**src/rtl/boc_rx_pkg.sv**
```systemverilog
package boc_rx_pkg;
  localparam int CODE_W    = 6;
  localparam int FLAG_ONES = 8;
  localparam int CLR_BITS  = 30;
  localparam int MAX_RUN   = 7;
  localparam int MSG_W     = 8;
  localparam int EVT_N     = 3;
  localparam int EV_COS    = 0;
  localparam int EV_ABORT  = 1;
  localparam int EV_CLEAR  = 2;
endpackage

```
**src/rtl/boc_frame_shift.sv**
```systemverilog
module boc_frame_shift #(
  parameter int CODE_W    = boc_rx_pkg::CODE_W,
  parameter int FLAG_ONES = boc_rx_pkg::FLAG_ONES,
  parameter int CLR_BITS  = boc_rx_pkg::CLR_BITS
) (
  input  logic              clk,
  input  logic              rst_n,
  input  logic              sclr,
  input  logic              bit_vld,
  input  logic              bit_in,
  output logic              word_ok,
  output logic [CODE_W-1:0] code,
  output logic              abort_pulse,
  output logic              clr_pulse
);
  localparam int WIN    = FLAG_ONES + CODE_W + 2;
  localparam int ONES_W = $clog2(FLAG_ONES + 1);
  localparam int CLR_W  = $clog2(CLR_BITS + 1);

  logic [WIN-2:0]    win_q, win_d;
  logic [WIN-1:0]    win_shift;
  logic [ONES_W-1:0] ones_q, ones_d;
  logic [CLR_W-1:0]  clr_q, clr_d;
  logic              run_long;

  assign win_shift = {bit_in, win_q};
  assign code      = win_shift[WIN-2:FLAG_ONES+1];
  assign word_ok   = bit_vld & ~sclr & (&win_shift[FLAG_ONES-1:0])
                   & ~win_shift[FLAG_ONES] & ~win_shift[WIN-1];
  assign run_long  = bit_in & (ones_q >= ONES_W'(FLAG_ONES - 1));
  assign abort_pulse = bit_vld & ~sclr & bit_in & (ones_q == ONES_W'(FLAG_ONES - 1));
  assign clr_pulse   = bit_vld & ~sclr & ~run_long & (clr_q == CLR_W'(CLR_BITS - 1));

  always_comb begin
    win_d  = win_q;
    ones_d = ones_q;
    clr_d  = clr_q;
    if (sclr) begin
      win_d  = '0;
      ones_d = '0;
      clr_d  = '0;
    end else if (bit_vld) begin
      win_d = win_shift[WIN-1:1];
      if (!bit_in)
        ones_d = '0;
      else if (ones_q != ONES_W'(FLAG_ONES))
        ones_d = ones_q + ONES_W'(1);
      if (run_long)
        clr_d = '0;
      else if (clr_q != CLR_W'(CLR_BITS))
        clr_d = clr_q + CLR_W'(1);
    end
  end

  always_ff @(posedge clk or negedge rst_n) begin
    if (!rst_n) begin
      win_q  <= '0;
      ones_q <= '0;
      clr_q  <= '0;
    end else begin
      win_q  <= win_d;
      ones_q <= ones_d;
      clr_q  <= clr_d;
    end
  end

  AST_CLEAR_NOT_WITH_WORD: assert property (@(posedge clk) disable iff (!rst_n)
    clr_pulse |-> !word_ok);
endmodule

```
**src/rtl/boc_code_filter.sv**
```systemverilog
module boc_code_filter #(
  parameter int CODE_W  = boc_rx_pkg::CODE_W,
  parameter int WIN     = boc_rx_pkg::FLAG_ONES + boc_rx_pkg::CODE_W + 2,
  parameter int MAX_RUN = boc_rx_pkg::MAX_RUN
) (
  input  logic              clk,
  input  logic              rst_n,
  input  logic              sclr,
  input  logic              bit_vld,
  input  logic              word_ok,
  input  logic [CODE_W-1:0] code,
  input  logic [1:0]        filt_sel,
  input  logic              clr_evt,
  output logic [CODE_W-1:0] rep_code,
  output logic              cos_pulse
);
  localparam int GAP_W = $clog2(WIN + 1);
  localparam int RUN_W = $clog2(MAX_RUN + 1);

  logic [GAP_W-1:0]  gap_q, gap_d;
  logic [RUN_W-1:0]  run_q, run_d, run_new, need;
  logic [CODE_W-1:0] last_q, last_d, rep_q, rep_d;
  logic              chain;

  assign need    = (filt_sel == 2'b00) ? RUN_W'(1) : RUN_W'(2 * int'(filt_sel) + 1);
  assign chain   = (gap_q == GAP_W'(WIN - 1)) && (code == last_q);
  assign run_new = !chain ? RUN_W'(1)
                 : (run_q == RUN_W'(MAX_RUN)) ? run_q : run_q + RUN_W'(1);
  assign cos_pulse = word_ok & ~sclr & (run_new >= need) & (code != rep_q);
  assign rep_code  = rep_q;

  always_comb begin
    gap_d  = gap_q;
    run_d  = run_q;
    last_d = last_q;
    rep_d  = rep_q;
    if (sclr) begin
      gap_d  = GAP_W'(WIN);
      run_d  = '0;
      last_d = '1;
      rep_d  = '1;
    end else begin
      if (word_ok) begin
        gap_d  = '0;
        run_d  = run_new;
        last_d = code;
      end else if (bit_vld && gap_q != GAP_W'(WIN)) begin
        gap_d = gap_q + GAP_W'(1);
      end
      if (cos_pulse)
        rep_d = code;
      if (clr_evt)
        rep_d = '1;
    end
  end

  always_ff @(posedge clk or negedge rst_n) begin
    if (!rst_n) begin
      gap_q  <= GAP_W'(WIN);
      run_q  <= '0;
      last_q <= '1;
      rep_q  <= '1;
    end else begin
      gap_q  <= gap_d;
      run_q  <= run_d;
      last_q <= last_d;
      rep_q  <= rep_d;
    end
  end

  AST_CLEAR_GIVES_ONES: assert property (@(posedge clk) disable iff (!rst_n)
    sclr |=> (rep_q == '1));
  AST_CODE_HELD: assert property (@(posedge clk) disable iff (!rst_n)
    (!cos_pulse && !clr_evt && !sclr) |=> $stable(rep_q));
  AST_COS_MOVES_CODE: assert property (@(posedge clk) disable iff (!rst_n)
    cos_pulse |=> (rep_q != $past(rep_q)));
endmodule

```
**src/rtl/boc_evt_latch.sv**
```systemverilog
module boc_evt_latch #(
  parameter int EVT_N = boc_rx_pkg::EVT_N
) (
  input  logic             clk,
  input  logic             rst_n,
  input  logic [EVT_N-1:0] set_vec,
  input  logic             rd_clr,
  input  logic [EVT_N-1:0] mask,
  output logic [EVT_N-1:0] stat,
  output logic             irq
);
  logic [EVT_N-1:0] stat_q, stat_d;

  always_comb begin
    stat_d = stat_q;
    if (rd_clr)
      stat_d = '0;
    stat_d = stat_d | set_vec;
  end

  always_ff @(posedge clk or negedge rst_n) begin
    if (!rst_n) stat_q <= '0;
    else        stat_q <= stat_d;
  end

  assign stat = stat_q;
  assign irq  = |(stat_q & mask);

  AST_EVT_STICKY: assert property (@(posedge clk) disable iff (!rst_n)
    !rd_clr |=> ((stat_q & $past(stat_q)) == $past(stat_q)));
endmodule

```
**src/rtl/boc_rx_detector.sv**
```systemverilog
module boc_rx_detector #(
  parameter int CODE_W    = boc_rx_pkg::CODE_W,
  parameter int FLAG_ONES = boc_rx_pkg::FLAG_ONES,
  parameter int CLR_BITS  = boc_rx_pkg::CLR_BITS,
  parameter int MAX_RUN   = boc_rx_pkg::MAX_RUN,
  parameter int MSG_W     = boc_rx_pkg::MSG_W
) (
  input  logic                         clk,
  input  logic                         rst_n,
  input  logic                         bit_vld,
  input  logic                         bit_in,
  input  logic                         det_en,
  input  logic                         soft_rst,
  input  logic [1:0]                   filt_sel,
  input  logic [boc_rx_pkg::EVT_N-1:0] evt_mask,
  input  logic                         stat_rd_clr,
  output logic [MSG_W-1:0]             msg_reg,
  output logic [boc_rx_pkg::EVT_N-1:0] evt_stat,
  output logic                         irq
);
  localparam int WIN = FLAG_ONES + CODE_W + 2;

  logic                         soft_q;
  logic                         sclr;
  logic                         word_ok, abort_pulse, clr_pulse, cos_pulse;
  logic [CODE_W-1:0]            code, rep_code;
  logic [boc_rx_pkg::EVT_N-1:0] set_vec;

  always_ff @(posedge clk or negedge rst_n) begin
    if (!rst_n) soft_q <= 1'b0;
    else        soft_q <= soft_rst;
  end

  assign sclr = ~det_en | (soft_rst & ~soft_q);

  boc_frame_shift #(.CODE_W(CODE_W), .FLAG_ONES(FLAG_ONES), .CLR_BITS(CLR_BITS)) u_frame (
    .clk(clk), .rst_n(rst_n), .sclr(sclr), .bit_vld(bit_vld), .bit_in(bit_in),
    .word_ok(word_ok), .code(code), .abort_pulse(abort_pulse), .clr_pulse(clr_pulse)
  );

  boc_code_filter #(.CODE_W(CODE_W), .WIN(WIN), .MAX_RUN(MAX_RUN)) u_filter (
    .clk(clk), .rst_n(rst_n), .sclr(sclr), .bit_vld(bit_vld), .word_ok(word_ok),
    .code(code), .filt_sel(filt_sel), .clr_evt(clr_pulse),
    .rep_code(rep_code), .cos_pulse(cos_pulse)
  );

  always_comb begin
    set_vec = '0;
    set_vec[boc_rx_pkg::EV_COS]   = cos_pulse;
    set_vec[boc_rx_pkg::EV_ABORT] = abort_pulse;
    set_vec[boc_rx_pkg::EV_CLEAR] = clr_pulse;
  end

  boc_evt_latch #(.EVT_N(boc_rx_pkg::EVT_N)) u_evt (
    .clk(clk), .rst_n(rst_n), .set_vec(set_vec), .rd_clr(stat_rd_clr),
    .mask(evt_mask), .stat(evt_stat), .irq(irq)
  );

  assign msg_reg = {{(MSG_W-CODE_W){1'b0}}, rep_code};
endmodule

```
**config.mk**
```make
export PLATFORM = sky130hd
export DESIGN_NAME = boc_rx_detector
export DESIGN_NICKNAME = d
export VERILOG_FILES = /design/src/rtl/boc_rx_pkg.sv /design/src/rtl/boc_frame_shift.sv /design/src/rtl/boc_code_filter.sv /design/src/rtl/boc_evt_latch.sv /design/src/rtl/boc_rx_detector.sv
export SDC_FILE = /design/constraint.sdc
export NUM_CORES = 1
export LEC_CHECK = 0
export BUFFER_PORTS_ARGS = -buffer_cell sky130_fd_sc_hd__buf_2
export CAP_MARGIN = 20
export CORE_AREA = 2 2 82 64
export CTS_BUF_LIST = sky130_fd_sc_hd__clkbuf_8
export DETAILED_ROUTE_END_ITERATION = 7
export DIE_AREA = 0 0 84 66
export GPL_TIMING_DRIVEN = 0
export PLACE_DENSITY = 0.74
export SETUP_SLACK_MARGIN = 0.15
export SLEW_MARGIN = 20
export SYNTH_ARGS = -nofsm -noshare
export SYNTH_HDL_FRONTEND = slang
export SYNTH_SLANG_ARGS = --single-unit
```
**constraint.sdc**
```tcl
create_clock -name clk -period 3.1 [get_ports clk]
set_input_delay 0.155 -clock clk [delete_from_list [all_inputs] [get_ports clk]]
set_output_delay 0.155 -clock clk [all_outputs]
set_load 0.05 [all_outputs]
```
==> impl_results.md <==
- Util after Layout: around three fifths
- Crit path kind: register to register
- Fin Hold WS: 135 ps
- Final cell count without fillers: 346
- Post-synth cell types: between 40 and 50
- Syn Inst Count: 253
- Yosys synthesis warning count: 0
- Fin. Hold Viols: 0
- Worst-path fanout max: 7
- Final cell area excluding filler cells: approximately 2900 um2
- Fin Setup TNS: 0 ps
- Run status: complete, no violations
- Mapped cell area: about 2600 um2
- Residual DRC count: 0
- Congestion Overflow GR: 0
- Max-slew violations: 0
- Clk pin slew, worst setup/hold paths: 90 ps
- Worst path required time: 3310 ps
- Share of cells above drive strength 1: between 15 and 20%
- Setup violations, final: 0
- Vias in the first global route: about 1800
- Worst Setup Start Kind: register
- Worst-Margin Slew: between 800 and 900 ps
- Max-slew headroom: between 40 and 50%
- First-pass GRT wire length: 8430 um
- Post-synth top area share: approximately a third
- RSZ-0062 raised after global routing: false
- PwrDens: ~400 nW/um2
- Die width: 84 um
- Final worst-path setup slack: roughly 320 ps
- Initial Utilization: between 50% and 60%
- Clk buf depth: 2
- Initial DRT Pass Iterations: 4
- Global router's overall resource usage: between 10% and 20%
- Ant diodes: 0
- Post-synth EDFFs: 0
- Area growth, synth to finish: 13.5%
- Worst VDD drop: slightly above 300 uV
- Total CTS buffers: 5
- Row count: 22
- Clk root buf: clkbuf_8
- Skew-Pair Late Insertion Delay: 310 ps
- ANT nets after route: 0
- Initial antenna violation count: 0
- Setup Skew: between 7 and 8 ps
- DP Cell Count: 333
- Leading area contributor after synthesis: dfrtp_1
- Flops & latches, synth: 48
- Fin crit period: around 2800 ps
- Htree depth: 2
- Max Cap Viol: 0
- 1st-iter DRT viols: approximately 140
- Ranking of synthesized cells by area: dfrtp_1 (34%), dfstp_2 (13%), mux2i_1 (5.8%)
- Crit end category: register
- Nets: between 300 and 400
- WL per Instance: ~14 um
- CTS tree: built
- Main synth FF type: dfrtp_1
- Port bufs: 19
- Dpl ws: between 150 and 200 ps
- F_max: about 0.36 GHz
- Sequential area share after synthesis: between 40% and 50%
- Ports: 24
- LEAKAGE: about 1.4 nW
- Hold Path Depth: 3
- Hold WC Path Type: input pin to register
- Routed vias/inst: between 5 and 6
- Placer congestion estimate: 0.756
- Cell count of the worst reg-to-reg path: 11
- Total Power: about 1.2 mW
- Core Region: ~4800 um2
- Largest net degree at the start of global routing: 49
- Async set or reset register ratio after synthesis: 100%
- Hpwl dp: ~3400 um
- Routed WL: between 4000 and 5000 um
- Mapped Avg Cell Area: 10.2 um2
- CTS Sinks: 48
- WP data arrival: approximately 3000 ps
- Fin crit share: 89.7%
- Die height: approximately 66 um
- DP Area: 2750 um2
- Die area: ~5500 um2
- Via Count: approximately 1900
[repair_timing]
action / 4_1_cts / 5_1_grt
buffers inserted: 0 / 3
hold buffers: 1 / 1
hold endpoints to repair: 1 / 35
endpoints found under the setup margin: 0 / 7
gates resized for setup: 0 / 4
[placed cells by master, fill, tap and decap left out, drive strengths merged, types with 3 or more instances in the layout]
cell type / synthesis / routed
buf: 6 / 28
nand4: 4 / 4
nand2: 15 / 15
nor2: 25 / 25
o2111ai: 6 / 6
o211ai: 9 / 9
clkbuf: 10 / 15
and3: 4 / 4
mux2i: 15 / 15
nand3: 13 / 13
ha: 11 / 11
o21ai: 4 / 4
nor3: 3 / 3
dfstp: 13 / 13
o22a: 5 / 5
and2: 4 / 4
inv: 20 / 20
xor2: 10 / 10
a31oi: 3 / 3
dfrtp: 35 / 35
a21oi: 5 / 5
xnor2: 10 / 10
[final cells by class]
cell class / instances / area (um2)
inverters: 20 / 75.1
fillers: 436 / 1840
clock buffers: 5 / 68.8
well taps: 60 / 75.1
clock inverters: 3 / 42.5
multi-input cells: 170 / 1220
plain buffers: 16 / 86.3
flip-flops and latches: 48 / 1220
repair buffers: 24 / 140
[power by group]
group	switching, mW	internal [mW]	total (mW)
logic	0.0618	0.0293	0.0911
registers	0.00392	0.632	0.635
clock network	0.217	0.239	0.456
[routing by layer]
layer	global-route usage, %	up-vias	wire, um
met5	0	-	0
met1	25.8	900	2540
met3	4.49	8	201
li1	-	948	-
met2	30.5	35	2170
met4	8.47	0	74
[Yosys cell counts (all sizes together), types with 2 or more instances]
| library cell | instances |
|---|---|
| o21ai | 4 |
| o22a | 5 |
| dfrtp | 35 |
| o21a | 2 |
| mux2i | 15 |
| and3 | 4 |
| nand3 | 13 |
| nand2 | 15 |
| and2 | 4 |
| xnor2 | 10 |
| a21o | 2 |
| nor2 | 25 |
| ha | 11 |
| nand2b | 2 |
| o211ai | 9 |
| o2111ai | 6 |
| buf | 6 |
| a21oi | 5 |
| xor2 | 10 |
| clkbuf | 10 |
| nor3 | 3 |
| dfstp | 13 |
| a31oi | 3 |
| nand4 | 4 |
| inv | 20 |
| a211oi | 2 |
[registers in the layout, indices dropped and copies added, names as in the netlist]
signal,count
u_frame.clr_q,5
u_filter.run_q,3
u_filter.last_q,6
u_evt.stat,3
u_filter.gap_q,5
u_frame.ones_q,4
u_filter.rep_code,6
u_frame.win_q,15
soft_q,1
[kinds of logic after synthesis]
logic type	count (synthesis)	share of synthesized area (%)
AOI/OAI and AO/OA	48	14.5
xor gates and xnor gates	20	6.80
and+or+nand+nor	74	13.8
muxes	15	5.83
adders and majority gates	11	5.34
buffers and inverters	36	6.26
DFF	48	47.3
other	1	0.146
[worst max-delay path, stage by stage, from the launching register on]
cell and delay [ps]:
dfrtp_1 410, ha_1 210, and3_1 180, ha_1 190, nand4_1 190, nor2_4 70, o21a_1 110, ha_1 300
and2_0 160, a221o_2 420, o211a_4 310, a21o_1 150
[final timing paths]
path,start,endpoint,slack [ps]
max reg2reg,u_filter.gap_q[0],u_evt.stat[0],320
max in group asynchronous,rst_n,u_frame.ones_q[1],2310
min,bit_in,u_frame.ones_q[2],140
min reg2reg,u_filter.last_q[5],u_filter.last_q[5],500
max,u_filter.gap_q[0],u_evt.stat[0],320
min in group asynchronous,rst_n,u_evt.stat[0],390
(Power assumes the default switching activity.)
